**config.mk**
```make
export PLATFORM = sky130hd
export DESIGN_NAME = csrf_top
export DESIGN_NICKNAME = d
export VERILOG_FILES = /design/src/rtl/csrf_pkg.sv /design/src/rtl/csrf_decode.sv /design/src/rtl/csrf_access_check.sv /design/src/rtl/csrf_wmerge.sv /design/src/rtl/csrf_top.sv
export SDC_FILE = /design/constraint.sdc
export NUM_CORES = 1
export LEC_CHECK = 0
export CAP_MARGIN = 5
export CORE_MARGIN = 10
export CORE_UTILIZATION = 45
export CTS_BUF_LIST = sky130_fd_sc_hd__clkbuf_16
export DETAILED_ROUTE_END_ITERATION = 6
export DONT_BUFFER_PORTS = 1
export GPL_ROUTABILITY_DRIVEN = 0
export GPL_TIMING_DRIVEN = 1
export SYNTH_ARGS = -nofsm -noshare
export SYNTH_HDL_FRONTEND = slang
export SYNTH_SLANG_ARGS = --single-unit
```
**constraint.sdc**
```tcl
create_clock -name clk -period 3 [get_ports clk]
set_clock_uncertainty 0.15 [all_clocks]
set_input_delay 0.6 -clock clk [delete_from_list [all_inputs] [get_ports clk]]
set_output_delay 0.6 -clock clk [all_outputs]
set_load 0.05 [all_outputs]
```
**src/rtl/csrf_pkg.sv**
```systemverilog
package csrf_pkg;

    typedef enum logic [1:0] {
        OP_IDLE = 2'b00,
        OP_SWAP = 2'b01,
        OP_SETB = 2'b10,
        OP_CLRB = 2'b11
    } csr_op_e;

    typedef enum logic [1:0] {
        PRV_USER = 2'b00,
        PRV_SUPV = 2'b01,
        PRV_HYPV = 2'b10,
        PRV_MACH = 2'b11
    } priv_e;

    localparam int unsigned ADDR_W  = 12;
    localparam int unsigned NREG    = 7;
    localparam int unsigned CNT_IDX = 6;
    localparam int unsigned MSCR_IDX = 4;

    localparam logic [ADDR_W-1:0] REG_ADDR [NREG] = '{
        12'h040, 12'h140, 12'h240, 12'h300, 12'h340, 12'hF11, 12'hC00
    };

    localparam logic [63:0] REG_WMASK [NREG] = '{
        64'h0000_00FF, 64'hFFFF_FFFF_FFFF_FFFF, 64'hFFFF_FFFF_FFFF_FFFF,
        64'h0000_FFFF, 64'hFFFF_FFFF_FFFF_FFFF, 64'h0, 64'h0
    };

    localparam logic [63:0] REG_RSTV [NREG] = '{
        64'hA500_0000, 64'h0, 64'h0, 64'h1234_0000, 64'h0, 64'hCAFE_0001, 64'h0
    };

endpackage

```
**src/rtl/csrf_decode.sv**
```systemverilog
module csrf_decode
    import csrf_pkg::*;
(
    input  logic [ADDR_W-1:0] addr_i,
    output logic [NREG-1:0]   sel_o,
    output logic              hit_o
);

    for (genvar g = 0; g < NREG; g++) begin : g_match
        assign sel_o[g] = (addr_i == REG_ADDR[g]);
    end

    assign hit_o = |sel_o;

endmodule

```
**src/rtl/csrf_access_check.sv**
```systemverilog
module csrf_access_check
    import csrf_pkg::*;
(
    input  csr_op_e           op_i,
    input  logic [ADDR_W-1:0] addr_i,
    input  logic              src_zero_i,
    input  priv_e             priv_i,
    input  logic              hit_i,
    output logic              active_o,
    output logic              illegal_o,
    output logic              do_write_o
);

    logic wants_write;
    logic ro_addr;
    logic low_priv;

    always_comb begin
        unique case (op_i)
            OP_IDLE: wants_write = 1'b0;
            OP_SWAP: wants_write = 1'b1;
            OP_SETB: wants_write = !src_zero_i;
            OP_CLRB: wants_write = !src_zero_i;
            default: wants_write = 1'b0;
        endcase
    end

    assign ro_addr    = (addr_i[ADDR_W-1:ADDR_W-2] == 2'b11);
    assign low_priv   = (priv_i < addr_i[ADDR_W-3:ADDR_W-4]);
    assign active_o   = (op_i != OP_IDLE);
    assign illegal_o  = active_o && (!hit_i || low_priv || (ro_addr && wants_write));
    assign do_write_o = active_o && wants_write && !illegal_o;

endmodule

```
**src/rtl/csrf_wmerge.sv**
```systemverilog
module csrf_wmerge
    import csrf_pkg::*;
#(
    parameter int unsigned DATA_W = 32
) (
    input  csr_op_e           op_i,
    input  logic              src_zero_i,
    input  logic [DATA_W-1:0] old_i,
    input  logic [DATA_W-1:0] wdata_i,
    input  logic [DATA_W-1:0] wmask_i,
    output logic [DATA_W-1:0] new_o
);

    logic [DATA_W-1:0] operand;
    logic [DATA_W-1:0] cand;

    assign operand = src_zero_i ? '0 : wdata_i;

    always_comb begin
        unique case (op_i)
            OP_SWAP: cand = operand;
            OP_SETB: cand = old_i | operand;
            OP_CLRB: cand = old_i & ~operand;
            default: cand = old_i;
        endcase
    end

    assign new_o = (old_i & ~wmask_i) | (cand & wmask_i);

endmodule

```
**src/rtl/csrf_top.sv**
```systemverilog
module csrf_top
    import csrf_pkg::*;
#(
    parameter int unsigned DATA_W = 32
) (
    input  logic              clk,
    input  logic              rst_n,
    input  logic [1:0]        op_i,
    input  logic [11:0]       addr_i,
    input  logic [DATA_W-1:0] wdata_i,
    input  logic              src_zero_i,
    input  logic [1:0]        priv_i,
    output logic [DATA_W-1:0] rdata_o,
    output logic              illegal_o
);

    localparam logic [DATA_W-1:0] ONE = {{(DATA_W-1){1'b0}}, 1'b1};

    csr_op_e           op;
    priv_e             priv;
    logic [NREG-1:0]   sel;
    logic              hit;
    logic              active;
    logic              illegal;
    logic              do_write;
    logic [DATA_W-1:0] rd_sel;
    logic [DATA_W-1:0] wm_sel;
    logic [DATA_W-1:0] new_val;
    logic [DATA_W-1:0] regs_q [NREG];

    assign op   = csr_op_e'(op_i);
    assign priv = priv_e'(priv_i);

    csrf_decode u_decode (
        .addr_i (addr_i),
        .sel_o  (sel),
        .hit_o  (hit)
    );

    csrf_access_check u_check (
        .op_i       (op),
        .addr_i     (addr_i),
        .src_zero_i (src_zero_i),
        .priv_i     (priv),
        .hit_i      (hit),
        .active_o   (active),
        .illegal_o  (illegal),
        .do_write_o (do_write)
    );

    always_comb begin
        rd_sel = '0;
        wm_sel = '0;
        for (int i = 0; i < NREG; i++) begin
            if (sel[i]) begin
                rd_sel = rd_sel | regs_q[i];
                wm_sel = wm_sel | REG_WMASK[i][DATA_W-1:0];
            end
        end
    end

    csrf_wmerge #(.DATA_W(DATA_W)) u_merge (
        .op_i       (op),
        .src_zero_i (src_zero_i),
        .old_i      (rd_sel),
        .wdata_i    (wdata_i),
        .wmask_i    (wm_sel),
        .new_o      (new_val)
    );

    always_ff @(posedge clk or negedge rst_n) begin
        if (!rst_n) begin
            for (int i = 0; i < NREG; i++) begin
                regs_q[i] <= REG_RSTV[i][DATA_W-1:0];
            end
        end else begin
            for (int i = 0; i < NREG; i++) begin
                if (i == CNT_IDX) begin
                    regs_q[i] <= regs_q[i] + ONE;
                end else if (do_write && sel[i]) begin
                    regs_q[i] <= new_val;
                end
            end
        end
    end

    always_comb begin
        rdata_o   = (active && !illegal) ? rd_sel : '0;
        illegal_o = illegal;
    end

    // Per-register checks: fixed fields and the illegal-access freeze.
    for (genvar g = 0; g < NREG; g++) begin : g_reg_chk
        if (g != CNT_IDX) begin : g_store
            a_r7_fixed_bits_kept: assert property (@(posedge clk) disable iff (!rst_n)
                (regs_q[g] & ~REG_WMASK[g][DATA_W-1:0]) ==
                ($past(regs_q[g]) & ~REG_WMASK[g][DATA_W-1:0]));
            a_r9_illegal_freezes: assert property (@(posedge clk) disable iff (!rst_n)
                illegal_o |=> $stable(regs_q[g]));
            a_r10_idle_freezes: assert property (@(posedge clk) disable iff (!rst_n)
                (op_i == 2'b00) |=> $stable(regs_q[g]));
        end
    end

    a_r11_count_step: assert property (@(posedge clk) disable iff (!rst_n)
        1'b1 |=> regs_q[CNT_IDX] == $past(regs_q[CNT_IDX]) + ONE);

    a_r10_idle_quiet: assert property (@(posedge clk) disable iff (!rst_n)
        (op_i == 2'b00) |-> (rdata_o == '0 && !illegal_o));

    a_r3_low_priv_rejected: assert property (@(posedge clk) disable iff (!rst_n)
        (op_i != 2'b00 && priv_i < addr_i[9:8]) |-> illegal_o);

    a_r8_swap_lands: assert property (@(posedge clk) disable iff (!rst_n)
        (op_i == 2'b01 && !illegal_o && !src_zero_i && addr_i == REG_ADDR[MSCR_IDX])
        |=> regs_q[MSCR_IDX] == $past(wdata_i));

endmodule

```
=== Yosys cells after proc, flatten, opt, wreduce, memory -nomap -nowiden ===
Cells that the tools add are included.

* Flip-flop bits (word level): 224
* Output and inout bits: 33
* Logic and storage cells: 69

* Add/subtract/negate cells: 1
* $lt $le $gt $ge: 1
* Equality and inequality tests: 11
* Mux-type cells: 16
* Bitwise logic cells: 13
* Reductions and logical operators: 20

{| class="wikitable"
|+ Operators with widths
! kind !! count
|-
| 32-bit 2-to-1 mux || 12
|-
| 32-bit OR || 8
|-
| 32-bit bitwise AND || 3
|-
| 32-bit case mux with 3 select lines || 1
|-
| 32-bit NOT || 2
|-
| 12-bit by 10-bit == test with 1-bit output (second input constant) || 3
|-
| 32-bit by 1-bit adder with 32-bit output (second input constant) || 1
|-
| 12-bit == test (second input constant) || 2
|-
| 16-bit 2-to-1 mux || 1
|-
| 12-bit by 7-bit == test with 1-bit output (second input constant) || 1
|-
| 12-bit by 9-bit == test with 1-bit output (second input constant) || 1
|-
| 1-bit logical AND || 11
|-
| 8-bit 2-to-1 mux || 1
|-
| 7-bit OR reduction || 1
|-
| 2-bit == test (second input constant) || 3
|-
| 1-bit logical NOT || 3
|-
| 1-bit case mux with 3 select lines || 1
|-
| 2-bit by 1-bit == test with 1-bit output (second input constant) || 1
|-
| 2-bit logical NOT || 1
|-
| 1-bit logical OR || 2
|-
| 2-bit < comparator || 1
|-
| 2-bit nonzero test || 1
|-
| 2-bit OR reduction || 1
|}

=== Logic depth before layout (Yosys ltp) ===
* Depth in word-level cells: 18
* Depth in mapped cells: 10

=== By module ===
A second synthesis with hierarchy kept.

* Cells, all modules: 903
* Area total of the unflattened synthesis: 11,045.6 um^2

{| class="wikitable"
|+ Modules (own cells, without submodules)
! module !! instances !! cells each !! area each (um^2)
|-
| csrf_top || 1 || 727 || 9,848.2
|-
| csrf_wmerge || 1 || 144 || 991.0
|-
| csrf_decode || 1 || 21 || 137.6
|-
| csrf_access_check || 1 || 11 || 68.8
|}

=== Least setup slack after synthesis ===
No wires, ideal clock.

* Path kind: input-to-output
* From: in addr_i[1]
* To: out rdata_o[10]
* Arrival time: 3.054 ns
* Required time: 2.250 ns
* Slack: -0.804 ns
* Stages on the path: 7
* Cells stage by stage: or4_1 -> buf_2 -> or4_4 -> a211oi_2 -> o21ai_1 -> buf_2 -> nor2_1

* Cells in the longest elaborated chain, start to end: 15

{| class="wikitable"
|+ Ends and longest elaborated chain
! element !! line !! source
|-
| from (decl) || csrf_top.sv:9 || <nowiki>input logic [11:0] addr_i,</nowiki>
|-
| 12-bit by 7-bit == test with 1-bit output || csrf_decode.sv:10 || <nowiki>assign sel_o[g] = (addr_i == REG_ADDR[g]);</nowiki>
|-
| 32-bit 2-to-1 mux || csrf_top.sv:55 || <nowiki>if (sel[i]) begin</nowiki>
|-
| 32-bit OR || csrf_top.sv:56 || <nowiki>rd_sel = rd_sel | regs_q[i];</nowiki>
|-
| 32-bit 2-to-1 mux || csrf_top.sv:55 ||
|-
| 32-bit OR || csrf_top.sv:56 ||
|-
| 32-bit 2-to-1 mux || csrf_top.sv:55 ||
|-
| 32-bit OR || csrf_top.sv:56 ||
|-
| 32-bit 2-to-1 mux || csrf_top.sv:55 ||
|-
| 32-bit OR || csrf_top.sv:56 ||
|-
| 32-bit 2-to-1 mux || csrf_top.sv:55 ||
|-
| 32-bit OR || csrf_top.sv:56 ||
|-
| 32-bit 2-to-1 mux || csrf_top.sv:55 ||
|-
| 32-bit OR || csrf_top.sv:56 ||
|-
| 32-bit 2-to-1 mux || csrf_top.sv:55 ||
|-
| 32-bit 2-to-1 mux * || csrf_top.sv:88 || <nowiki>rdata_o = (active && !illegal) ? rd_sel : '0;</nowiki>
|-
| to (decl) || csrf_top.sv:13 || <nowiki>output logic [DATA_W-1:0] rdata_o,</nowiki>
|}

Every way passes the cells marked *; elsewhere a longest branch is shown, timed or not.

=== Worst setup path after layout ===
* From: in addr_i[1]
* To: out rdata_o[2]

The elaborated chain is that of the path after synthesis.

==> flow_metrics.tcl <==
set metrics [dict create \
    fin_tns_setup_ns -9.66 \
    grt_pass1_vias 10400 \
    clk_path_buf_depth 3 \
    rsz0062_at_grt "true" \
    status "finished with violations" \
    drt_iter0_drc 1134 \
    synth_warnings 0 \
    worst_slew_pin_slew_ns 0.862 \
    io_buffers 0 \
    grt_pass1_wl_um 61300 \
    antenna_left 0 \
    viasPerCell 6.44 \
    hp-class "in -> async" \
    cts_inserted_buffers 26 \
    numClockSinks 224 \
    fmax_mhz 301 \
    synth_area_um2 11800 \
    ys.flop_type "dfrtp_1" \
    synthArstFlopShare 1.00 \
    violations "negative hold slack, negative setup slack" \
    die_y_um 182 \
    slew_headroom 0.423 \
    grt_use_total 0.228 \
    clock_latency_ns 0.54 \
    grt_max_degree 225 \
    cts_tree "done" \
    crit_family "simple AND/OR/NAND/NOR gates" \
    core_area_um2 25900 \
    final_area_um2 14400 \
    areaGrowthSynthToFinish_pct 22.0 \
    critPathKind "in -> out" \
    timing.critical_path.mode_cell "or4_4" \
    worstSetupStartpointType "input pin" \
    dpl_cell_area_um2 13500 \
    fin_crit_sh 1.11 \
    die-area_um2 33100 \
    slowest_stage "or4_4" \
    synth.distinct_cells 56 \
    drive_above_1_share 0.199 \
    crit_buf_inv 2 \
    path_clk_slew_ns 0.06 \
    syn_avg_cell_area_um2 9.10 \
    firstDrtPassIters 5 \
    largest_register "regs_q" \
    max_cap_viol_count 0 \
    largestRegisters "regs_q x224" \
    path_cells "or4_4 > or4_4 > a211oi_4 > o21ai_4 > clkbuf_16 > nor2_4 > buf_12" \
    cellLeakagePower_nw 5.73 \
    instances_no_fill 1633 \
    synth-edff-count 0 \
    synth_nets 1351 \
    cp_data_required_time_ns 2.25 \
    crit_fanout 10 \
    fp.dieW_um 182 \
    fp-row-count 59 \
    dp_hpwl_um 26200 \
    grt_overflow 0 \
    ir_drop_uv 342 \
    hold_viol 205 \
    synth-seq-cells 224 \
    slowest_delay_ns 0.57 \
    worst_setup_path_end_kind "primary output" \
    cts_root_buf "clkbuf_16" \
    dp_cells 1582 \
    postLayoutCoreUtil 0.556 \
    wire_per_inst_um 24.0 \
    place_ws_ns -0.335 \
    largest_reg_flops 224 \
    finalWorstSetupSlack_ns -0.327 \
    power_density_nw_per_um2 447 \
    antenna_found_initial 1 \
    synth_cells 1298 \
    drc_errors 0 \
    num_vias 10500 \
    io-pin-count 84 \
    setup_viol 33 \
    fin_crit_ns 3.33 \
    slew_violations 0 \
    cp.arrival_ns 2.58 \
    final_nets 1330 \
    start_util 0.456 \
    drt_wl_total_um 39200 \
    hold_ws_ns -0.381 \
    htree_levels 1 \
    yosysSeqAreaShare 0.477 \
]
[worst reg2reg max path, cell delays in order, from the launching register on]
cell and delay [ns]:
dfrtp_1 0.50, nand3_1 0.19, nor4_1 0.52, and4_1 0.38, nand4_1 0.16, xnor2_1 0.15
[cells by family after synthesis]
logic type      count (synthesis)  share of synthesized area
flops                         224                      0.477
buf+inv                       252                     0.0826
xor+xnor                       31                     0.0230
mux                             8                    0.00678
compound gates                446                      0.254
fa+ha+maj                       2                    0.00212
simple gates                  335                      0.155
[per-stage QoR]
step	total power, mW	hold slack [ns]
6_report	6.44	-0.381
2_1_floorplan	3.27	0.154
4_1_cts	6.48	-0.390
3_3_place_gp	3.35	0.170
3_5_place_dp	3.35	0.171
5_1_grt	6.63	-0.401
[cell usage in the layout, fill, tap and decap left out, types with 23 or more instances in the layout]
cell type and instances:
nand3_1 44, inv_1 69, nand4_1 62, dfrtp_1 203, clkbuf_16 28, a21oi_1 70, buf_12 49, xnor2_1 24
a31oi_1 120, a41oi_1 24, buf_4 89, o21ai_0 48, o31ai_1 41, nor2_1 61, nand2_1 27, nor2_4 33
o221ai_1 23, a22oi_1 61
[cell type report]
| cell class | instances | area, µm² |
|---|---|---|
| antenna | 1 | 2.50 |
| fill | 2225 | 11500 |
| tap | 335 | 419 |
| sequential | 224 | 5630 |
| inverter | 61 | 229 |
| multi-input combinational | 822 | 5580 |
| clock inverter | 21 | 161 |
| timing repair buffer | 142 | 1710 |
| clock buffer | 27 | 676 |
[where the power goes]
| group | internal, mW | switching (mW) |
|---|---|---|
| combinational | 0.0925 | 0.178 |
| sequential | 3.03 | 0.00399 |
| clock | 1.87 | 1.27 |
| total | 4.99 | 1.45 |
[Yosys cell counts, drive strengths merged (2+ instances only)]
cell type | count | area share
dfrtp | 203 | 0.43
clkbuf | 166 | 0.053
a31oi | 120 | 0.064
nor2 | 99 | 0.032
a21oi | 70 | 0.030
nand4 | 62 | 0.033
a22oi | 61 | 0.039
inv | 61 | 0.019
o21ai | 53 | 0.022
nand3 | 45 | 0.019
o31ai | 41 | 0.026
nand2 | 27 | 0.0086
buf | 25 | 0.010
a41oi | 24 | 0.018
xnor2 | 24 | 0.018
o221ai | 23 | 0.017
o2bb2ai | 23 | 0.017
dfstp | 21 | 0.047
nand3b | 16 | 0.010
nor3 | 15 | 0.0073
and3 | 11 | 0.0058
and4 | 10 | 0.0074
nor2b | 10 | 0.0053
a211oi | 8 | 0.0055
a22o | 8 | 0.0059
mux2i | 8 | 0.0068
nand4b | 8 | 0.0059
nand2b | 7 | 0.0037
o22ai | 7 | 0.0037
xor2 | 7 | 0.0052
and2 | 6 | 0.0032
nor4 | 6 | 0.0050
a2111oi | 3 | 0.0028
or2 | 3 | 0.0016
a311oi | 2 | 0.0015
and3b | 2 | 0.0015
ha | 2 | 0.0021
nor3b | 2 | 0.0013
or4 | 2 | 0.0016
[final timing paths]
kind,end,cells after the start,startpoint,slack [ns]
worst min-delay path,regs_q[5],0,rst_n,-0.38
worst min register to register,regs_q[116],0,regs_q[116],0.21
min in group clk,regs_q[190],2,wdata_i[30],0.15
max in group asynchronous,regs_q[63],0,rst_n,2.60
worst max-delay path,rdata_o[2],7,addr_i[1],-0.33
worst max register to register,regs_q[31],5,regs_q[6],0.83
[repair_timing]
action / in CTS / in global routing
gates resized for setup: 6 / 6
setup buffers: 2 / 0
endpoints found under the hold margin: 224 / 224
gates cloned: 0 / 1
pin swaps: 3 / 0
endpoints found under the setup margin: 33 / 33
[metal layers]
layer,global-route usage,vias to the layer above,routed length [µm]
met5,0,-,0
met4,0.0638,0,896
met3,0.0805,62,4430
met2,0.335,494,17300
met1,0.308,5190,16600
li1,-,4774,-
No activity file was read; power rests on OpenSTA's default activity.
